$ cat src/rtl/flashcmd_pkg.sv
package flashcmd_pkg;
  typedef enum logic [3:0] {
    ST_READ, ST_U1, ST_U2, ST_PA, ST_E3, ST_E4, ST_E5, ST_ESEL, ST_PROG, ST_ERASE
  } cmd_state_e;

  localparam logic [10:0] UNLOCK_A = 11'h555;
  localparam logic [10:0] UNLOCK_B = 11'h2AA;
  localparam logic [7:0]  CD_KEY1  = 8'hAA;
  localparam logic [7:0]  CD_KEY2  = 8'h55;
  localparam logic [7:0]  CD_PROG  = 8'hA0;
  localparam logic [7:0]  CD_ERASE = 8'h80;
  localparam logic [7:0]  CD_CHIP  = 8'h10;
  localparam logic [7:0]  CD_SECT  = 8'h30;
  localparam logic [7:0]  CD_SUSP  = 8'hB0;
endpackage

$ cat src/rtl/flashcmd_timer.sv
module flashcmd_timer #(
  parameter int CNT_W = 8
) (
  input  logic             clk,
  input  logic             rst_n,
  input  logic             clr,
  input  logic             run,
  input  logic [CNT_W-1:0] limit,
  output logic             done
);
  logic [CNT_W-1:0] cnt_q, cnt_d;

  always_comb begin
    cnt_d = cnt_q;
    if (clr)      cnt_d = '0;
    else if (run) cnt_d = cnt_q + 1'b1;
  end

  always_ff @(posedge clk or negedge rst_n) begin
    if (!rst_n) cnt_q <= '0;
    else        cnt_q <= cnt_d;
  end

  assign done = run && !clr && (cnt_q == limit - 1'b1);

  // a running count never reaches its limit before it completes
  assert_cnt_bound_R3: assert property (@(posedge clk) disable iff (!rst_n)
    run |-> (cnt_q < limit));
endmodule

$ cat src/rtl/flashcmd_array.sv
module flashcmd_array #(
  parameter int SECTORS   = 16,
  parameter int SEC_BYTES = 4
) (
  input  logic                                   clk,
  input  logic                                   rst_n,
  input  logic                                   pgm_en,
  input  logic [$clog2(SECTORS*SEC_BYTES)-1:0]   pgm_idx,
  input  logic [7:0]                             pgm_data,
  input  logic                                   ers_en,
  input  logic [SECTORS-1:0]                     ers_mask,
  input  logic [$clog2(SECTORS*SEC_BYTES)-1:0]   rd_idx,
  output logic [7:0]                             rd_data
);
  localparam int DEPTH = SECTORS * SEC_BYTES;
  localparam int IDX_W = $clog2(DEPTH);

  logic [DEPTH*8-1:0] mem_flat;

  for (genvar g = 0; g < DEPTH; g++) begin : g_byte
    logic [7:0] byte_q;
    logic       sel_pgm, sel_ers;
    assign sel_pgm = pgm_en && (pgm_idx == IDX_W'(g));
    assign sel_ers = ers_en && ers_mask[g / SEC_BYTES];

    always_ff @(posedge clk or negedge rst_n) begin
      if (!rst_n)       byte_q <= 8'hFF;
      else if (sel_ers) byte_q <= 8'hFF;
      else if (sel_pgm) byte_q <= byte_q & pgm_data;
    end
    assign mem_flat[g*8 +: 8] = byte_q;

    // programming only clears bits
    assert_pgm_clears_only_R2: assert property (@(posedge clk) disable iff (!rst_n)
      sel_pgm |=> ((byte_q & ~$past(byte_q)) == 8'h00));
  end

  assign rd_data = mem_flat[rd_idx*8 +: 8];

  // program and erase completion never coincide
  assert_single_op_R6: assert property (@(posedge clk) disable iff (!rst_n)
    !(pgm_en && ers_en));
endmodule

$ cat src/rtl/flashcmd_seq.sv
module flashcmd_seq
  import flashcmd_pkg::*;
#(
  parameter int ADDR_W  = 11,
  parameter int SECTORS = 16,
  parameter int IDX_W   = 6
) (
  input  logic               clk,
  input  logic               rst_n,
  input  logic               dev_reset_n,
  input  logic               wr_en,
  input  logic [ADDR_W-1:0]  addr,
  input  logic [7:0]         wdata,
  input  logic               op_done_i,
  input  logic               ers_done_i,
  output logic               busy_o,
  output logic               prog_o,
  output logic               susp_o,
  output logic [SECTORS-1:0] mask_o,
  output logic [IDX_W-1:0]   pa_o,
  output logic [7:0]         pd_o,
  output logic               pgm_fire_o,
  output logic               ers_fire_o,
  output logic               op_clr_o,
  output logic               op_run_o,
  output logic               op_win_o,
  output logic               ers_clr_o,
  output logic               ers_run_o
);
  localparam int SEC_W = $clog2(SECTORS);

  cmd_state_e         state_q, state_d;
  logic               susp_q, susp_d;
  logic [SECTORS-1:0] mask_q, mask_d, wr_hot;
  logic [IDX_W-1:0]   pa_q, pa_d;
  logic [7:0]         pd_q, pd_d;
  logic [SEC_W-1:0]   wr_sec;
  logic               key1, key2, at_a;

  assign at_a   = (addr[10:0] == UNLOCK_A);
  assign key1   = at_a && (wdata == CD_KEY1);
  assign key2   = (addr[10:0] == UNLOCK_B) && (wdata == CD_KEY2);
  assign wr_sec = addr[IDX_W-1 -: SEC_W];
  assign wr_hot = {{(SECTORS-1){1'b0}}, 1'b1} << wr_sec;

  always_comb begin
    state_d = state_q; susp_d = susp_q; mask_d = mask_q;
    pa_d = pa_q; pd_d = pd_q;
    pgm_fire_o = 1'b0; ers_fire_o = 1'b0; op_clr_o = 1'b0; ers_clr_o = 1'b0;
    case (state_q)
      ST_READ: if (wr_en) begin
        if (susp_q && wdata == CD_SECT) begin state_d = ST_ERASE; susp_d = 1'b0; end
        else if (key1) state_d = ST_U1;
      end
      ST_U1: if (wr_en) state_d = key2 ? ST_U2 : ST_READ;
      ST_U2: if (wr_en) begin
        if (at_a && wdata == CD_PROG)                 state_d = ST_PA;
        else if (at_a && wdata == CD_ERASE && !susp_q) state_d = ST_E3;
        else                                          state_d = ST_READ;
      end
      ST_PA: if (wr_en) begin
        pa_d = addr[IDX_W-1:0];
        pd_d = wdata;
        if (susp_q && mask_q[wr_sec]) state_d = ST_READ;
        else begin state_d = ST_PROG; op_clr_o = 1'b1; end
      end
      ST_E3: if (wr_en) state_d = key1 ? ST_E4 : ST_READ;
      ST_E4: if (wr_en) state_d = key2 ? ST_E5 : ST_READ;
      ST_E5: if (wr_en) begin
        if (at_a && wdata == CD_CHIP) begin
          mask_d = '1; state_d = ST_ERASE; ers_clr_o = 1'b1;
        end else if (wdata == CD_SECT) begin
          mask_d = wr_hot; state_d = ST_ESEL; op_clr_o = 1'b1; ers_clr_o = 1'b1;
        end else state_d = ST_READ;
      end
      ST_ESEL: begin
        if (wr_en) begin
          if (wdata == CD_SECT) begin mask_d = mask_q | wr_hot; op_clr_o = 1'b1; end
          else begin state_d = ST_READ; mask_d = '0; end
        end else if (op_done_i) state_d = ST_ERASE;
      end
      ST_PROG: if (op_done_i) begin pgm_fire_o = 1'b1; state_d = ST_READ; end
      ST_ERASE: begin
        if (ers_done_i) begin ers_fire_o = 1'b1; state_d = ST_READ; mask_d = '0; end
        else if (wr_en && wdata == CD_SUSP) begin state_d = ST_READ; susp_d = 1'b1; end
      end
      default: state_d = ST_READ;
    endcase
    if (!dev_reset_n) begin
      state_d = ST_READ; susp_d = 1'b0; mask_d = '0;
      op_clr_o = 1'b1; ers_clr_o = 1'b1; pgm_fire_o = 1'b0; ers_fire_o = 1'b0;
    end
  end

  always_ff @(posedge clk or negedge rst_n) begin
    if (!rst_n) begin
      state_q <= ST_READ; susp_q <= 1'b0; mask_q <= '0; pa_q <= '0; pd_q <= '0;
    end else begin
      state_q <= state_d; susp_q <= susp_d; mask_q <= mask_d; pa_q <= pa_d; pd_q <= pd_d;
    end
  end

  assign prog_o    = (state_q == ST_PROG);
  assign busy_o    = prog_o || (state_q == ST_ESEL) || (state_q == ST_ERASE);
  assign susp_o    = susp_q;
  assign mask_o    = mask_q;
  assign pa_o      = pa_q;
  assign pd_o      = pd_q;
  assign op_run_o  = prog_o || (state_q == ST_ESEL);
  assign op_win_o  = (state_q == ST_ESEL);
  assign ers_run_o = (state_q == ST_ERASE);

  // a suspended erase always holds at least one selected sector
  assert_susp_has_sectors_R9: assert property (@(posedge clk) disable iff (!rst_n)
    susp_q |-> (mask_q != '0));

  // a program leaves only through its timer or a device reset
  assert_prog_hold_R3: assert property (@(posedge clk) disable iff (!rst_n)
    prog_o |=> (prog_o || $past(op_done_i) || !$past(dev_reset_n)));
endmodule

$ cat src/rtl/flashcmd.sv
module flashcmd #(
  parameter int ADDR_W    = 11,
  parameter int SECTORS   = 16,
  parameter int SEC_BYTES = 4,
  parameter int PROG_CYC  = 8,
  parameter int SEL_CYC   = 6,
  parameter int ERASE_CYC = 40
) (
  input  logic              clk,
  input  logic              rst_n,
  input  logic              dev_reset_n,
  input  logic              wr_en,
  input  logic              rd_en,
  input  logic [ADDR_W-1:0] addr,
  input  logic [7:0]        wdata,
  output logic [7:0]        rdata,
  output logic              busy
);
  localparam int DEPTH = SECTORS * SEC_BYTES;
  localparam int IDX_W = $clog2(DEPTH);
  localparam int SEC_W = $clog2(SECTORS);
  localparam int MAX_A = (PROG_CYC > SEL_CYC) ? PROG_CYC : SEL_CYC;
  localparam int MAX_C = (MAX_A > ERASE_CYC) ? MAX_A : ERASE_CYC;
  localparam int CNT_W = $clog2(MAX_C + 1);

  logic               prog, susp, pgm_fire, ers_fire;
  logic               op_clr, op_run, op_win, op_done, ers_clr, ers_run, ers_done;
  logic [SECTORS-1:0] mask;
  logic [IDX_W-1:0]   pa;
  logic [7:0]         pd, arr_rd, stat, rdata_q, rdata_d;
  logic [CNT_W-1:0]   op_lim;
  logic               tog_q, tog_d, stat_sel;
  logic [SEC_W-1:0]   rd_sec;

  flashcmd_seq #(.ADDR_W(ADDR_W), .SECTORS(SECTORS), .IDX_W(IDX_W)) u_seq (
    .clk(clk), .rst_n(rst_n), .dev_reset_n(dev_reset_n), .wr_en(wr_en),
    .addr(addr), .wdata(wdata), .op_done_i(op_done), .ers_done_i(ers_done),
    .busy_o(busy), .prog_o(prog), .susp_o(susp), .mask_o(mask), .pa_o(pa),
    .pd_o(pd), .pgm_fire_o(pgm_fire), .ers_fire_o(ers_fire), .op_clr_o(op_clr),
    .op_run_o(op_run), .op_win_o(op_win), .ers_clr_o(ers_clr), .ers_run_o(ers_run));

  assign op_lim = op_win ? CNT_W'(SEL_CYC) : CNT_W'(PROG_CYC);

  flashcmd_timer #(.CNT_W(CNT_W)) u_op_tmr (
    .clk(clk), .rst_n(rst_n), .clr(op_clr), .run(op_run), .limit(op_lim), .done(op_done));

  flashcmd_timer #(.CNT_W(CNT_W)) u_ers_tmr (
    .clk(clk), .rst_n(rst_n), .clr(ers_clr), .run(ers_run),
    .limit(CNT_W'(ERASE_CYC)), .done(ers_done));

  flashcmd_array #(.SECTORS(SECTORS), .SEC_BYTES(SEC_BYTES)) u_array (
    .clk(clk), .rst_n(rst_n), .pgm_en(pgm_fire), .pgm_idx(pa), .pgm_data(pd),
    .ers_en(ers_fire), .ers_mask(mask), .rd_idx(addr[IDX_W-1:0]), .rd_data(arr_rd));

  assign rd_sec   = addr[IDX_W-1 -: SEC_W];
  assign stat_sel = busy || (susp && mask[rd_sec]);
  assign stat     = {prog ? ~pd[7] : 1'b0, tog_q, 6'b0};

  always_comb begin
    rdata_d = rdata_q;
    tog_d   = tog_q;
    if (rd_en) begin
      rdata_d = stat_sel ? stat : arr_rd;
      if (stat_sel) tog_d = ~tog_q;
    end
  end

  always_ff @(posedge clk or negedge rst_n) begin
    if (!rst_n) begin rdata_q <= '0; tog_q <= 1'b0; end
    else        begin rdata_q <= rdata_d; tog_q <= tog_d; end
  end

  assign rdata = rdata_q;

  // a polling read during a program shows inverted bit 7
  assert_poll_bit7_R4: assert property (@(posedge clk) disable iff (!rst_n)
    (rd_en && prog) |=> (rdata_q[7] != $past(pd[7])));

  // back-to-back status reads alternate bit 6
  assert_toggle_R5: assert property (@(posedge clk) disable iff (!rst_n)
    (rd_en && stat_sel && $past(rd_en && stat_sel)) |=> (rdata_q[6] != $past(rdata_q[6])));

  // device reset always lands in reading with busy low
  assert_abort_R12: assert property (@(posedge clk) disable iff (!rst_n)
    !dev_reset_n |=> !busy);
endmodule

$ cat config.mk
export PLATFORM = sky130hd
export DESIGN_NAME = flashcmd
export DESIGN_NICKNAME = d
export VERILOG_FILES = /design/src/rtl/flashcmd_pkg.sv /design/src/rtl/flashcmd_timer.sv /design/src/rtl/flashcmd_array.sv /design/src/rtl/flashcmd_seq.sv /design/src/rtl/flashcmd.sv
export SDC_FILE = /design/constraint.sdc
export NUM_CORES = 1
export LEC_CHECK = 0
export ABC_AREA = 1
export BUFFER_PORTS_ARGS = -buffer_cell sky130_fd_sc_hd__buf_2
export CAP_MARGIN = 25
export CORE_UTILIZATION = 45
export CTS_BUF_LIST = sky130_fd_sc_hd__clkbuf_4 sky130_fd_sc_hd__clkbuf_8
export DETAILED_ROUTE_END_ITERATION = 10
export SLEW_MARGIN = 10
export SYNTH_ARGS = -nofsm -noshare
export SYNTH_HDL_FRONTEND = slang
export SYNTH_HIERARCHICAL = 1
export SYNTH_SLANG_ARGS = --single-unit
$ cat constraint.sdc
create_clock -name clk -period 2.96 [get_ports clk]
set_input_delay 0.148 -clock clk [delete_from_list [all_inputs] [get_ports clk]]
set_output_delay 0.148 -clock clk [all_outputs]
set_load 0.1 [all_outputs]
==> results of run 1 <==
[per-stage QoR]
stage | setup WS, ps | utilization [%] | cell area (um^2) | std cells | TNS (ps)
2_1_floorplan | 78.5 | - | 28500 | 3671 | 0
3_3_place_gp | -467 | 49.0 | 30400 | 4460 | -172700
3_5_place_dp | -482 | 49.0 | 30400 | 4460 | -187060
4_1_cts | -97.0 | 53.5 | 33200 | 4674 | -5770
5_1_grt | -317 | 56.1 | 34800 | 4688 | -111340
6_report | -118 | 56.1 | 34800 | 4688 | -9680
[worst max-delay path: stages (launching register included)]
cell	delay (ps)
dfrtp_1	390
nand2_1	70
nand2_1	60
nand2_1	50
nand3_1	80
nand3_1	70
nand2_1	80
nand2_1	50
nand2_1	70
nand2_1	50
nand2_1	70
nand2_2	80
nor2_4	100
nand3_2	90
a21oi_2	100
nand2_1	70
nor2_2	130
inv_2	60
nor3_4	180
inv_4	100
nor3_4	290
buf_12	230
nand2_2	170
o21ai_0	250
nand2_1	70
[power by group]
| group | internal, mW | switching [mW] | total, mW |
|---|---|---|---|
| sequential | 7.85 | 0.0269 | 7.87 |
| clock | 4.64 | 3.35 | 7.99 |
| combinational | 0.362 | 1.01 | 1.37 |
[sequential cells by signal, indices dropped and copies added, names as in the netlist]
signal / cells
u_array/g_byte.byte_q: 512
tog_q: 1
u_ers_tmr/cnt_q: 6
u_seq/pa_o: 6
u_seq/pd_o: 8
u_seq/state_q: 4
u_op_tmr/cnt_q: 6
rdata: 8
u_seq/susp_o: 1
u_seq/mask_o: 16
[metal layers]
| layer | share of wire, % | vias to the layer above |
|---|---|---|
| met2 | 46 | 750 |
| met1 | 45 | 12300 |
| met3 | 6.0 | 151 |
| met5 | 0 | - |
| met4 | 2.7 | 0 |
| li1 | - | 12200 |
[placed cells by master (no fill, tap or decap), types with 3 or more instances in the layout]
| cell | count |
|---|---|
| nand2_1 | 1421 |
| dfstp_2 | 512 |
| nand3_1 | 496 |
| o21ai_2 | 286 |
| o21ai_1 | 206 |
| clkbuf_8 | 132 |
| buf_4 | 120 |
| inv_1 | 93 |
| nor2_1 | 84 |
| o21ai_0 | 74 |
| buf_12 | 48 |
| dfrtp_1 | 48 |
| clkbuf_4 | 40 |
| buf_2 | 28 |
| nand2_2 | 27 |
| dlygate4sd3_1 | 26 |
| nand2_8 | 26 |
| nand2_4 | 25 |
| conb_1 | 19 |
| inv_2 | 16 |
| nor3_1 | 16 |
| nand4_1 | 11 |
| a21oi_1 | 10 |
| nor2_2 | 9 |
| dfrtp_2 | 8 |
| clkinv_2 | 7 |
| nand3_2 | 6 |
| nor3_4 | 5 |
| ha_1 | 4 |
| nor2_4 | 4 |
| mux2_2 | 4 |
| clkinvlp_4 | 3 |
[area by class of cell]
type / count / area (um^2)
Clock buffer: 171 / 2100
Sequential cell: 568 / 14900
Multi-Input combinational cell: 2751 / 13800
Antenna cell: 2 / 5.00
Clock inverter: 15 / 154
Inverter: 115 / 449
Timing Repair Buffer: 229 / 2410
Fill cell: 5791 / 27200
Tap cell: 837 / 1050
[cells by family (layout without fill, tap and decap cells)]
family	after synthesis	in the layout	share of synthesized area (%)
adder cells (fa/ha/maj)	4	4	0.176
AO/OA/AOI/OAI	582	582	10.4
multiplexers	4	4	0.158
flip-flops	568	568	52.2
AND/OR/NAND/NOR	2138	2138	31.5
other	2	21	0.0264
XOR/XNOR	4	4	0.123
buffers and inverters	352	530	5.38
[timing repair]
item	4_1_cts	5_1_grt
setup buffers	1	9
gates cloned	1	2
setup endpoints to repair	512	522
hold buffers	26	0
gates resized for setup	280	504
pin swaps	6	52
hold endpoints to repair	111	0
[worst max-delay path by stage]
| stage | start | endpoint | slack (ps) | cells past startpoint |
|---|---|---|---|---|
| after global placement | addr[2] | u_array/g_byte[10].byte_q[7]$_DFFE_PN1P_ | -470 | 25 |
| final | u_seq/mask_o[2]$_DFFE_PN0P_ | u_array/g_byte[55].byte_q[0]$_DFFE_PN1P_ | -120 | 24 |
| after global routing | u_seq/mask_o[2]$_DFFE_PN0P_ | u_array/g_byte[30].byte_q[5]$_DFFE_PN1P_ | -320 | 25 |
| after CTS | u_seq/mask_o[0]$_DFFE_PN0P_ | u_array/g_byte[16].byte_q[4]$_DFFE_PN1P_ | -100 | 25 |
| after floorplan | u_seq/state_q[1]$_DFFE_PN0P_ | u_array/g_byte[1].byte_q[6]$_DFFE_PN1P_ | 80 | 22 |
| after detailed placement | addr[2] | u_array/g_byte[10].byte_q[4]$_DFFE_PN1P_ | -480 | 26 |
==> impl_metrics.py, run 1 <==
metrics = {
    "status": {
        "status": "finished, violations left",
        "failed_checks": "setup timing",
    },
    "global_route": {
        "grt_antenna_before_repair": 1,
        "grtUsageMet2_pct": 43.1,
        "grt_pass1_vias": 24100,
        "overflow": 0,
        "grtUsageTotal_pct": 27.7,
        "met1_usage_pct": 38.8,
        "busiest_layer": "met2",
        "grt_max_degree": 135,
        "met3_usage_pct": 4.82,
        "grt_pass1_wl_um": 138000,
    },
    "logic_synthesis": {
        "synth_cell_types": 41,
        "synth_edf_count": 0,
        "synth_commonest_cells": "nand2_1, dfstp_2, nand3_1",
        "synth_flop_cell": "dfstp_2",
        "async_flop_share_pct": 100,
        "netlist_area_um2": 28400,
        "synth_warnings": 6,
        "synthCells": 3654,
        "synth_seq_cells": 568,
        "seq_area_frac_synth_pct": 52.2,
        "yosysTopAreaCell": "dfstp_2",
        "synth_most_common_cell": "nand2_1",
        "synth_area_per_cell_um2": 7.78,
        "post-synth-top-area-fraction_pct": 47.3,
        "netlist_top_cells_area": "dfstp_2, nand2_1, nand3_1",
    },
    "power": {
        "p_per_area_nw_per_um2": 495,
        "leakagePower_nw": 16.7,
        "power.total_mw": 17.2,
        "vdd_drop_max_v": 0.000425,
    },
    "min_path": {
        "min_to": "u_seq/mask_o[4]$_DFFE_PN0P_",
        "hp-class": "in2reg",
        "whs_path_depth": 6,
        "hp-start": "addr[3]",
    },
    "worst_setup_path": {
        "r2r_start": "u_seq/mask_o[2]$_DFFE_PN0P_",
        "cp-end-kind": "register",
        "worst-setup-path-type": "reg2reg",
        "ff2ff_path_depth": 24,
        "cp_max_fo": 8,
        "critical_path_required_ps": 3590,
        "start_kind": "register",
        "cp.arrival_ps": 3710,
        "r2r_setup_slack_ps": -120,
        "worstReg2RegEnd": "u_array/g_byte[55].byte_q[0]$_DFFE_PN1P_",
    },
    "timing": {
        "setup_viol": 245,
        "setup_slack_ps": -118,
        "holdWs_ps": 84.2,
        "fin_crit_ps": 3080,
        "tightest_slew_ps": 1440,
        "final-max-slew-violation-count": 0,
        "max_freq_ghz": 0.325,
        "fin_skew_ps": 34.6,
        "hold_viol_final": 0,
        "rsz0062_at_grt": "true",
        "finalCritPeriodShare_pct": 104,
        "relSlewSlack_pct": 3.86,
    },
    "cts": {
        "cts_max_level": 3,
        "clk_pin_slew_worst_paths_ps": 60,
        "cts_buffers": 102,
        "cts_tree": "yes",
        "clock_latency_ps": 710,
        "clockBufferDepth": 3,
        "clock-root-buffer": "clkbuf_8",
        "clock-sinks": 568,
    },
    "routing": {
        "dr.pass1.iters": 5,
        "routed_wl_um": 88800,
        "via_per_inst": 5.42,
        "drtIter0Drc": 2107,
        "wl_per_cell_um": 18.9,
        "drc": 0,
        "antenna_left": 0,
        "vias": 25400,
    },
    "layout": {
        "area_delta_synth_final_pct": 22.4,
        "drive_gt1_share_pct": 34.5,
        "fin_nets": 3795,
    },
    "die": {
        "start_util_pct": 45.8,
        "die_area_um2": 64200,
        "core_region_area_um2": 62100,
        "die_h_um": 253,
        "rows": 91,
        "die_w_um": 253,
        "io-pin-count": 33,
    },
    "place": {
        "hpwl_um": 55800,
        "portBuffers": 32,
        "globalplace.congestion": 0.917,
    },
    "job": {
        "maxCapViolCount": 0,
    },
}
No activity file was read; power rests on OpenSTA's default activity.
==> inputs of run 2 (changes only) <==
--- a/config.mk
+++ b/config.mk
@@ -13,2 +13,3 @@
 export DETAILED_ROUTE_END_ITERATION = 10
+export MAX_ROUTING_LAYER = met4
 export SLEW_MARGIN = 10
==> constraint.sdc (replaced) <==
create_clock -name clk -period 2.96 [get_ports clk]
set_input_delay 0.296 -clock clk [delete_from_list [all_inputs] [get_ports clk]]
set_output_delay 0.296 -clock clk [all_outputs]
set_load 0.1 [all_outputs]
==> impl_metrics.py, run 2 (synthesized netlist as in run 1, its figures left out) <==
metrics = {
    "status": {
        "status": "completed",
    },
    "layout": {
        "fillers": 5973,
        "area.sequential_um2": 14900,
        "area_delta_synth_final_pct": 17.9,
        "layout_common_cells": "nand2_1, dfstp_2, nand3_1",
        "fin_nets": 3783,
        "final_common_cell": "nand2_1",
        "final_area_um2": 33500,
        "regMostFlops": "u_array/g_byte.byte_q",
        "drive_gt1_share_pct": 29.6,
        "multi_input_area_um2": 12800,
        "largest_reg_flops": 512,
    },
    "timing": {
        "finalCritPeriodShare_pct": 99.3,
        "setup_viol": 0,
        "relSlewSlack_pct": 7.95,
        "rsz0062_at_grt": "true",
        "holdWs_ps": 55.6,
        "fin_tns_setup_ps": 0,
        "max_freq_ghz": 0.340,
        "final-max-slew-violation-count": 0,
        "fin_skew_ps": 32.6,
        "hold_viol_final": 0,
        "fin_crit_ps": 2940,
        "tightest_slew_ps": 1380,
    },
    "cts": {
        "clock-root-buffer": "clkbuf_8",
        "clock-sinks": 568,
        "clk_pin_slew_worst_paths_ps": 70,
        "cts_tree": "yes",
        "cts_max_level": 3,
        "cts_buffers": 100,
        "clockBufferDepth": 3,
        "clock_latency_ps": 710,
    },
    "global_route": {
        "grt_pass1_wl_um": 140000,
        "grtUsageTotal_pct": 28.6,
        "grt_antenna_before_repair": 1,
        "overflow": 0,
        "grt_max_degree": 129,
        "grt_pass1_vias": 24600,
    },
    "routing": {
        "dr.pass1.iters": 7,
        "routed_wl_um": 87900,
        "drtIter0Drc": 2108,
        "antenna_left": 0,
        "vias": 25100,
        "via_per_inst": 5.37,
        "drc": 0,
        "wl_per_cell_um": 18.8,
    },
    "die": {
        "start_util_pct": 45.8,
        "die_area_um2": 64200,
        "die_h_um": 253,
        "die_w_um": 253,
        "core_region_area_um2": 62100,
        "rows": 91,
        "io-pin-count": 33,
    },
    "worst_setup_path": {
        "critical_path_buf_inv_count": 4,
        "cp_slowest_cell": "dfrtp_1",
        "slowest_delay_ps": 380,
        "r2r_setup_slack_ps": 20,
        "ff2ff_path_depth": 25,
        "endpoint": "u_array/g_byte[32].byte_q[4]$_DFFE_PN1P_",
        "start_kind": "register",
        "critical_path_required_ps": 3580,
        "crit_family": "simple AND/OR/NAND/NOR gates",
        "cp_max_fo": 8,
        "cp-end-kind": "register",
        "cpMostUsedCell": "nand2_1",
        "worst-setup-path-type": "reg2reg",
        "worstReg2RegEnd": "u_array/g_byte[32].byte_q[4]$_DFFE_PN1P_",
        "r2r_start": "u_seq/mask_o[7]$_DFFE_PN0P_",
        "cp.arrival_ps": 3560,
        "path_depth": 25,
        "crit_start": "u_seq/mask_o[7]$_DFFE_PN0P_",
    },
    "power": {
        "vdd_drop_max_v": 0.000438,
        "combPwrFrac_pct": 8.0,
        "p_switching_mw": 4.37,
        "power_frac_seq_pct": 46.3,
        "p_int_mw": 12.6,
        "p_per_area_nw_per_um2": 507,
        "leakagePower_nw": 16.7,
        "clockPowerShare_pct": 45.8,
        "swShare_pct": 25.7,
    },
    "min_path": {
        "hp-class": "in2reg",
        "hp-start": "wdata[6]",
    },
    "place": {
        "place_area_um2": 30500,
        "portBuffers": 32,
        "globalplace.congestion": 0.908,
        "hpwl_um": 55500,
    },
    "job": {
        "maxCapViolCount": 0,
    },
}
## run 2: changes by cell type in the layout (fill, tap and decap cells not counted), moves of 12 or more
cell | before | now
nand2_2 | 27 | 42
o21ai_0 | 74 | 192
nand2_8 | 26 | 5
o21ai_1 | 206 | 282
o21ai_2 | 286 | 92
buf_4 | 120 | 132
dlygate4sd3_1 | 26 | 7
## run 2: area by class of cell
cell class              count  area share (%)
diodes                      1         0.00746
clock buffers             162            5.98
clock inverters            17           0.451
inverters                 115            1.35
multi-input cells        2751            38.2
flip-flops and latches    568            44.3
well taps                 837            3.12
repair buffers            219            6.62
## run 2: through the flow
stage	util (%)	setup WS (ps)	power, mW	cells
final	54.1	21.0	17.0	4670
after global routing	54.1	-221	17.6	4670
after detailed placement	49.1	-524	9.32	4473
after global placement	49.1	-437	9.32	4473
after floorplan	-	8.62	8.73	3671
after CTS	53.0	-21.2	17.2	4663
## run 2: worst register-to-register path, stage by stage, from the launching register on
cell and delay [ps]:
dfrtp_1 380, nand2_1 80, nand2_1 60, nand2_1 50, nand3_1 70, nand3_1 70, nand2_1 80, nand2_1 70
nand2_2 60, nand2_1 40, nand2_1 70, nand2_2 80, nor2_4 100, nand3_2 90, a21oi_2 100, nand2_1 70
nor2_2 150, inv_2 70, nor3_4 150, inv_4 100, nor3_4 210, buf_6 160, buf_16 190, nand2_8 100
o21ai_0 190, nand2_1 70
## run 2: repair_timing
action / 4_1_cts / 5_1_grt
endpoints found under the setup margin: 513 / 533
pin swaps: 4 / 22
setup buffers: 3 / 5
endpoints found under the hold margin: 92 / 0
gates resized for setup: 206 / 232
cloned: 1 / 2
hold buffers: 7 / 0
## run 2: worst min path at each step
stage,to,cells past startpoint,slack (ps)
2_1_floorplan,rdata[0]$_DFFE_PN0P_,0,0.4
3_3_place_gp,u_array/g_byte[61].byte_q[4]$_DFFE_PN1P_,2,460
3_5_place_dp,u_array/g_byte[12].byte_q[0]$_DFFE_PN1P_,2,460
4_1_cts,u_seq/pd_o[5]$_DFFE_PN0P_,4,4
5_1_grt,u_seq/pd_o[0]$_DFFE_PN0P_,4,50
6_report,u_seq/pd_o[6]$_DFFE_PN0P_,4,60
## run 2: metal layers
layer | share of wire, % | GRT usage [%]
met3 | 6.5 | 5.07
met5 | 0 | -
met4 | 2.6 | 9.96
met2 | 45 | 43.0
met1 | 46 | 38.9
## run 2: power by group through the flow
stage	registers [mW]	clock network (mW)	logic (mW)
detailed placement	7.98	0	1.34
CTS	7.87	7.95	1.35
floorplan	8.12	0	0.607
finish	7.87	7.79	1.36
global placement	7.98	0	1.34
global route	7.87	8.27	1.48
